===== config.mk =====
export PLATFORM = sky130hd
export DESIGN_NAME = pmu_event_unit
export DESIGN_NICKNAME = d
export VERILOG_FILES = /design/src/rtl/pmu_pkg.sv /design/src/rtl/pmu_cnt_lane.sv /design/src/rtl/pmu_ctrl_regs.sv /design/src/rtl/pmu_irq_fsm.sv /design/src/rtl/pmu_event_unit.sv
export SDC_FILE = /design/constraint.sdc
export NUM_CORES = 1
export LEC_CHECK = 0
export ABC_CLOCK_PERIOD_IN_PS = 2850
export BUFFER_PORTS_ARGS = -buffer_cell sky130_fd_sc_hd__buf_2
export CAP_MARGIN = 10
export CORE_MARGIN = 2
export CORE_UTILIZATION = 45
export DETAILED_ROUTE_END_ITERATION = 10
export PLACE_DENSITY_LB_ADDON = 0.1
export SLEW_MARGIN = 20
export SYNTH_ARGS = -nofsm -noshare
export SYNTH_HDL_FRONTEND = slang
export SYNTH_HIERARCHICAL = 1
export SYNTH_SLANG_ARGS = --single-unit

===== constraint.sdc =====
create_clock -name clk -period 2.85 [get_ports clk]
set_input_delay 0.285 -clock clk [delete_from_list [all_inputs] [get_ports clk]]
set_output_delay 0.285 -clock clk [all_outputs]
set_load 0.02 [all_outputs]

===== src/rtl/pmu_pkg.sv =====
package pmu_pkg;

    localparam int NUM_CNT   = 4;
    localparam int SEL_W     = 4;
    localparam int CTRL_A_W  = 2 * SEL_W + 2;
    localparam int CTRL_B_W  = 2 * SEL_W;
    localparam int EN_FIRST_BIT  = 2 * SEL_W;
    localparam int EN_SHARED_BIT = 2 * SEL_W + 1;

    localparam logic [SEL_W-1:0] SEL_HOLD   = 4'd0;
    localparam logic [SEL_W-1:0] SEL_CYCLES = 4'd1;
    localparam logic [SEL_W-1:0] SEL_ALT    = 4'd11;

    localparam int ADDR_CTRL_A = 4;
    localparam int ADDR_CTRL_B = 5;

    typedef enum logic [1:0] {
        ALT_NONE,
        ALT_LDST,
        ALT_FP
    } alt_src_e;

    typedef enum logic [1:0] {
        MODE_HOLD,
        MODE_CYCLES,
        MODE_ALT
    } lane_mode_e;

    typedef enum logic {
        IRQ_IDLE,
        IRQ_PENDING
    } irq_state_e;

    // Which extra event source a lane owns for its alternate code
    function automatic alt_src_e lane_alt(input int idx);
        if (idx == 1) return ALT_LDST;
        if (idx == 2) return ALT_FP;
        return ALT_NONE;
    endfunction

endpackage


===== src/rtl/pmu_cnt_lane.sv =====
module pmu_cnt_lane
    import pmu_pkg::*;
#(
    parameter int       CNT_W = 32,
    parameter int       EV_W  = 8,
    parameter alt_src_e ALT   = ALT_NONE
) (
    input  logic             clk,
    input  logic             rst_n,
    input  logic [SEL_W-1:0] sel,
    input  logic [EV_W-1:0]  ev_cycles,
    input  logic [EV_W-1:0]  ev_ldst,
    input  logic [EV_W-1:0]  ev_fp,
    input  logic             wr_hit,
    input  logic [CNT_W-1:0] wr_data,
    output logic [CNT_W-1:0] cnt_q
);

    localparam int PAD_W = CNT_W - EV_W;
    localparam bit HAS_ALT = (ALT != ALT_NONE);

    lane_mode_e      mode;
    logic [EV_W-1:0] alt_ev;
    logic [EV_W-1:0] inc;

    assign alt_ev = (ALT == ALT_LDST) ? ev_ldst :
                    (ALT == ALT_FP)   ? ev_fp   : '0;

    // Decode the select code; undefined codes fall back to hold
    always_comb begin
        mode = MODE_HOLD;
        if (sel == SEL_CYCLES) begin
            mode = MODE_CYCLES;
        end else if (HAS_ALT && (sel == SEL_ALT)) begin
            mode = MODE_ALT;
        end
    end

    always_comb begin
        unique case (mode)
            MODE_HOLD:   inc = '0;
            MODE_CYCLES: inc = ev_cycles;
            MODE_ALT:    inc = alt_ev;
            default:     inc = '0;
        endcase
    end

    // Register write wins over the increment
    always_ff @(posedge clk or negedge rst_n) begin
        if (!rst_n) begin
            cnt_q <= '0;
        end else if (wr_hit) begin
            cnt_q <= wr_data;
        end else begin
            cnt_q <= cnt_q + {{PAD_W{1'b0}}, inc};
        end
    end

endmodule


===== src/rtl/pmu_ctrl_regs.sv =====
module pmu_ctrl_regs
    import pmu_pkg::*;
#(
    parameter int CNT_W  = 32,
    parameter int ADDR_W = 3
) (
    input  logic                          clk,
    input  logic                          rst_n,
    input  logic                          wr_en,
    input  logic [ADDR_W-1:0]             wr_addr,
    input  logic [CNT_W-1:0]              wr_data,
    input  logic [ADDR_W-1:0]             rd_addr,
    input  logic [NUM_CNT-1:0][CNT_W-1:0] cnt,
    output logic [CNT_W-1:0]              rd_data,
    output logic [NUM_CNT-1:0][SEL_W-1:0] lane_sel,
    output logic                          en_first,
    output logic                          en_shared
);

    localparam int IDX_W = $clog2(NUM_CNT);

    logic [CTRL_A_W-1:0] ctrl_a_q;
    logic [CTRL_B_W-1:0] ctrl_b_q;

    always_ff @(posedge clk or negedge rst_n) begin
        if (!rst_n) begin
            ctrl_a_q <= '0;
            ctrl_b_q <= '0;
        end else if (wr_en) begin
            if (wr_addr == ADDR_W'(ADDR_CTRL_A)) ctrl_a_q <= wr_data[CTRL_A_W-1:0];
            if (wr_addr == ADDR_W'(ADDR_CTRL_B)) ctrl_b_q <= wr_data[CTRL_B_W-1:0];
        end
    end

    assign lane_sel[0] = ctrl_a_q[SEL_W-1:0];
    assign lane_sel[1] = ctrl_a_q[2*SEL_W-1:SEL_W];
    assign lane_sel[2] = ctrl_b_q[SEL_W-1:0];
    assign lane_sel[3] = ctrl_b_q[2*SEL_W-1:SEL_W];
    assign en_first    = ctrl_a_q[EN_FIRST_BIT];
    assign en_shared   = ctrl_a_q[EN_SHARED_BIT];

    always_comb begin
        rd_data = '0;
        if (rd_addr < ADDR_W'(NUM_CNT)) begin
            rd_data = cnt[rd_addr[IDX_W-1:0]];
        end else if (rd_addr == ADDR_W'(ADDR_CTRL_A)) begin
            rd_data = {{(CNT_W-CTRL_A_W){1'b0}}, ctrl_a_q};
        end else if (rd_addr == ADDR_W'(ADDR_CTRL_B)) begin
            rd_data = {{(CNT_W-CTRL_B_W){1'b0}}, ctrl_b_q};
        end
    end

endmodule


===== src/rtl/pmu_irq_fsm.sv =====
module pmu_irq_fsm
    import pmu_pkg::*;
(
    input  logic               clk,
    input  logic               rst_n,
    input  logic [NUM_CNT-1:0] cnt_msb,
    input  logic               en_first,
    input  logic               en_shared,
    input  logic               irq_clr,
    output logic               irq_cond,
    output logic               irq
);

    irq_state_e state_q;
    irq_state_e state_d;

    assign irq_cond = (cnt_msb[0] & en_first) |
                      ((|cnt_msb[NUM_CNT-1:1]) & en_shared);

    always_comb begin
        state_d = state_q;
        unique case (state_q)
            IRQ_IDLE:    if (irq_cond) state_d = IRQ_PENDING;
            IRQ_PENDING: if (irq_clr)  state_d = IRQ_IDLE;
            default:     state_d = IRQ_IDLE;
        endcase
    end

    always_ff @(posedge clk or negedge rst_n) begin
        if (!rst_n) state_q <= IRQ_IDLE;
        else        state_q <= state_d;
    end

    always_comb begin
        irq = (state_q == IRQ_PENDING);
    end

endmodule


===== src/rtl/pmu_event_unit.sv =====
module pmu_event_unit
    import pmu_pkg::*;
#(
    parameter int CNT_W  = 32,
    parameter int EV_W   = 8,
    parameter int ADDR_W = 3
) (
    input  logic              clk,
    input  logic              rst_n,
    input  logic [EV_W-1:0]   ev_cycles,
    input  logic [EV_W-1:0]   ev_ldst,
    input  logic [EV_W-1:0]   ev_fp,
    input  logic              wr_en,
    input  logic [ADDR_W-1:0] wr_addr,
    input  logic [CNT_W-1:0]  wr_data,
    input  logic [ADDR_W-1:0] rd_addr,
    output logic [CNT_W-1:0]  rd_data,
    input  logic              irq_clr,
    output logic              pm_irq
);

    logic [NUM_CNT-1:0][CNT_W-1:0] cnt_q;
    logic [NUM_CNT-1:0][SEL_W-1:0] lane_sel;
    logic [NUM_CNT-1:0]            cnt_msb;
    logic                          en_first;
    logic                          en_shared;
    logic                          irq_cond;

    pmu_ctrl_regs #(.CNT_W(CNT_W), .ADDR_W(ADDR_W)) u_regs (
        .clk      (clk),
        .rst_n    (rst_n),
        .wr_en    (wr_en),
        .wr_addr  (wr_addr),
        .wr_data  (wr_data),
        .rd_addr  (rd_addr),
        .cnt      (cnt_q),
        .rd_data  (rd_data),
        .lane_sel (lane_sel),
        .en_first (en_first),
        .en_shared(en_shared)
    );

    for (genvar gi = 0; gi < NUM_CNT; gi++) begin : g_lane
        pmu_cnt_lane #(
            .CNT_W(CNT_W),
            .EV_W (EV_W),
            .ALT  (lane_alt(gi))
        ) u_lane (
            .clk      (clk),
            .rst_n    (rst_n),
            .sel      (lane_sel[gi]),
            .ev_cycles(ev_cycles),
            .ev_ldst  (ev_ldst),
            .ev_fp    (ev_fp),
            .wr_hit   (wr_en && (wr_addr == ADDR_W'(gi))),
            .wr_data  (wr_data),
            .cnt_q    (cnt_q[gi])
        );
        assign cnt_msb[gi] = cnt_q[gi][CNT_W-1];
    end

    pmu_irq_fsm u_irq (
        .clk      (clk),
        .rst_n    (rst_n),
        .cnt_msb  (cnt_msb),
        .en_first (en_first),
        .en_shared(en_shared),
        .irq_clr  (irq_clr),
        .irq_cond (irq_cond),
        .irq      (pm_irq)
    );

endmodule


==> out/results.txt <==
status: finished, final reports clean
DIE WIDTH: 158 µm
Hold Path Class: in -> reg
Data arrival, critical path: 3110 ps
Clk Latency, worst-skew pair: 430 ps
crit-path leading delay family: buffers and inverters
DR iter-0 viols: 878
TritonRoute pass-1 iters: 5
Die ar.: 0.0250 mm²
Relative slew margins: 52.8%
final wirelength: 36100 µm
Mapped Cells: 1128
layout cells sized above 1: 29.1%
first-pass GRT wire length: 54300 µm
Root Buffer: clkbuf_16
final period utilization: 98.4%
GR Overflow Total: 0
crit-path most repeated cell: buf_4
clk_skew: 15.3 ps
critical path fanouts, max: 8
total of max-cap violations: 0
Routed WL per cell: 22.4 µm
Req. time, crit path: 3160 ps
# diodes: 0
clock transition at the registers of the reported paths: 60 ps
Total GRT Usage: 29.1%
design area: 0.0131 mm²
core outline area: 0.0234 mm²
sequence of cells on the critical path: nor4b_2 -> buf_4 -> and2_4 -> ha_4 -> buf_4 -> a21o_1 -> a221oi_2 -> buf_4 -> buf_12 -> a2111oi_4 -> xor2_1 -> mux2_4
Area Growth Syn to Fin: 22.9%
vias in the first global route: 9306
Syn. warnings: 6
worst slew pin tran: 702 ps
# clock sinks: 147
CTS tree: done
DIE HEIGHT: 158 µm
largest net degree at the start of global routing: 61
GP Congestion: 0.935
Pwr per Cell Area: 710 mW/mm²
Final Util: 56.1%
H-tree depth: 4
vias per cell: 6.09
leading cell types in the layout, fill and taps excluded: dfrtp_1 (147), nand2_1 (112), o21ai_0 (106), buf_2 (97), buf_4 (84)
Syn Area/Cell: 9.48 µm²
post-detail-place hpwl: 27100 µm
most common cell after layout, fill and taps aside: dfrtp_1
Worst Path Buf+Inv: 4
Final Max Tran Viols: 0
count of final setup violators: 0
crit path max-delay cell type: dfrtp_1
Min Clock Period, post-route: 2800 ps
initial antenna violation count: 0
vias post-DR: 9830
IO Count: 99
PortBufs: 98
synthesized area: 0.0107 mm²
Initial Util: 45.7%
Remaining DRCs: 0
Cell Area, Placed: 0.0120 mm²
kind of critical path: reg -> reg
CP max stage delay: 400 ps
total CTS buffers: 17
Inst Count DP: 1565
crit path launch type: flip-flop
Setup TNS: 0 ps
final hold vios: 0
leakage power: 5.34 nW
Core Rows: 56
Cell Count, Final, Fillers Out: 1614
maximum vdd ir drop: 0.000369 V
synthesized net count: 1230
NumNets Final: 1385
Detail Route Antenna Nets: 0
Setup crit end kind: flip-flop
Fmax: 0.357 GHz
CTS Buffer Depth: 2
-- worst register-to-register path: cells and delay by family (launching register included) --
kind	cells	cell delay, ps
xor gates and xnor gates	1	180
and+or+nand+nor	2	440
buffers and inverters	4	660
AOI/OAI and AO/OA	3	550
adders and majority gates	1	190
muxes	1	270
DFF	1	400
-- state kept, by name, summed over array words and instances (netlist names) --
| signal | count |
|---|---|
| u_regs/ctrl_b_q | 8 |
| u_irq/irq | 1 |
| g_lane.u_lane/cnt_q | 128 |
| u_regs/ctrl_a_q | 10 |
-- layout make-up --
| class | instances | area [µm²] |
|---|---|---|
| clock buffer | 21 | 470 |
| clock inverter | 10 | 131 |
| fill | 2194 | 10300 |
| inverter | 23 | 86.3 |
| multi-input combinational | 901 | 7060 |
| sequential | 147 | 3680 |
| tap | 319 | 399 |
| timing repair buffer | 193 | 1310 |
-- worst paths after layout --
check	startpoint	endpoint	slack [ps]	cells after the start
worst max-delay path	u_regs/ctrl_a_q[1]	g_lane[0].u_lane/cnt_q[29]	50	12
worst min-delay path	irq_clr	u_irq/irq	60	2
worst max register to register	u_regs/ctrl_a_q[1]	g_lane[0].u_lane/cnt_q[29]	50	12
worst min register to register	u_irq/irq	u_irq/irq	510	1
max in group asynchronous	rst_n	g_lane[3].u_lane/cnt_q[1]	1830	3
min in group asynchronous	rst_n	g_lane[2].u_lane/cnt_q[30]	270	2
-- per-stage QoR --
stage / hold slack, ps / setup slack (ps) / total power [W]
5_1_grt: 56.7 / -23.3 / 0.00986
6_report: 59.2 / 46.4 / 0.00933
2_1_floorplan: -10.6 / 11.3 / 0.00532
3_3_place_gp: 144 / -2.81 / 0.00650
4_1_cts: 46.2 / 2.87 / 0.00897
3_5_place_dp: 140 / -67.8 / 0.00655
-- layer usage --
layer	up-vias	share of wire (%)	routed length [µm]	GRT usage, %
met5	-	0	0	0
met4	0	4.8	1750	13.3
met3	89	5.2	1890	4.43
met2	362	48	17300	48.9
met1	4809	42	15200	37.0
li1	4570	-	-	-
-- repair_timing --
| action | CTS | global route |
|---|---|---|
| hold buffers | 1 | 0 |
| hold endpoints to repair | 17 | 0 |
| buffers inserted | 5 | 12 |
| pin swaps | 1 | 40 |
| gates resized for setup | 4 | 77 |
| setup endpoints to repair | 5 | 65 |
-- power breakdown --
group	internal, W	total [W]	switching (W)
clock	0.00144	0.00236	0.000922
sequential	0.00267	0.00350	0.000827
combinational	0.00167	0.00347	0.00180
total	0.00578	0.00933	0.00354
Note: power is estimated with default switching activity, not from simulation.
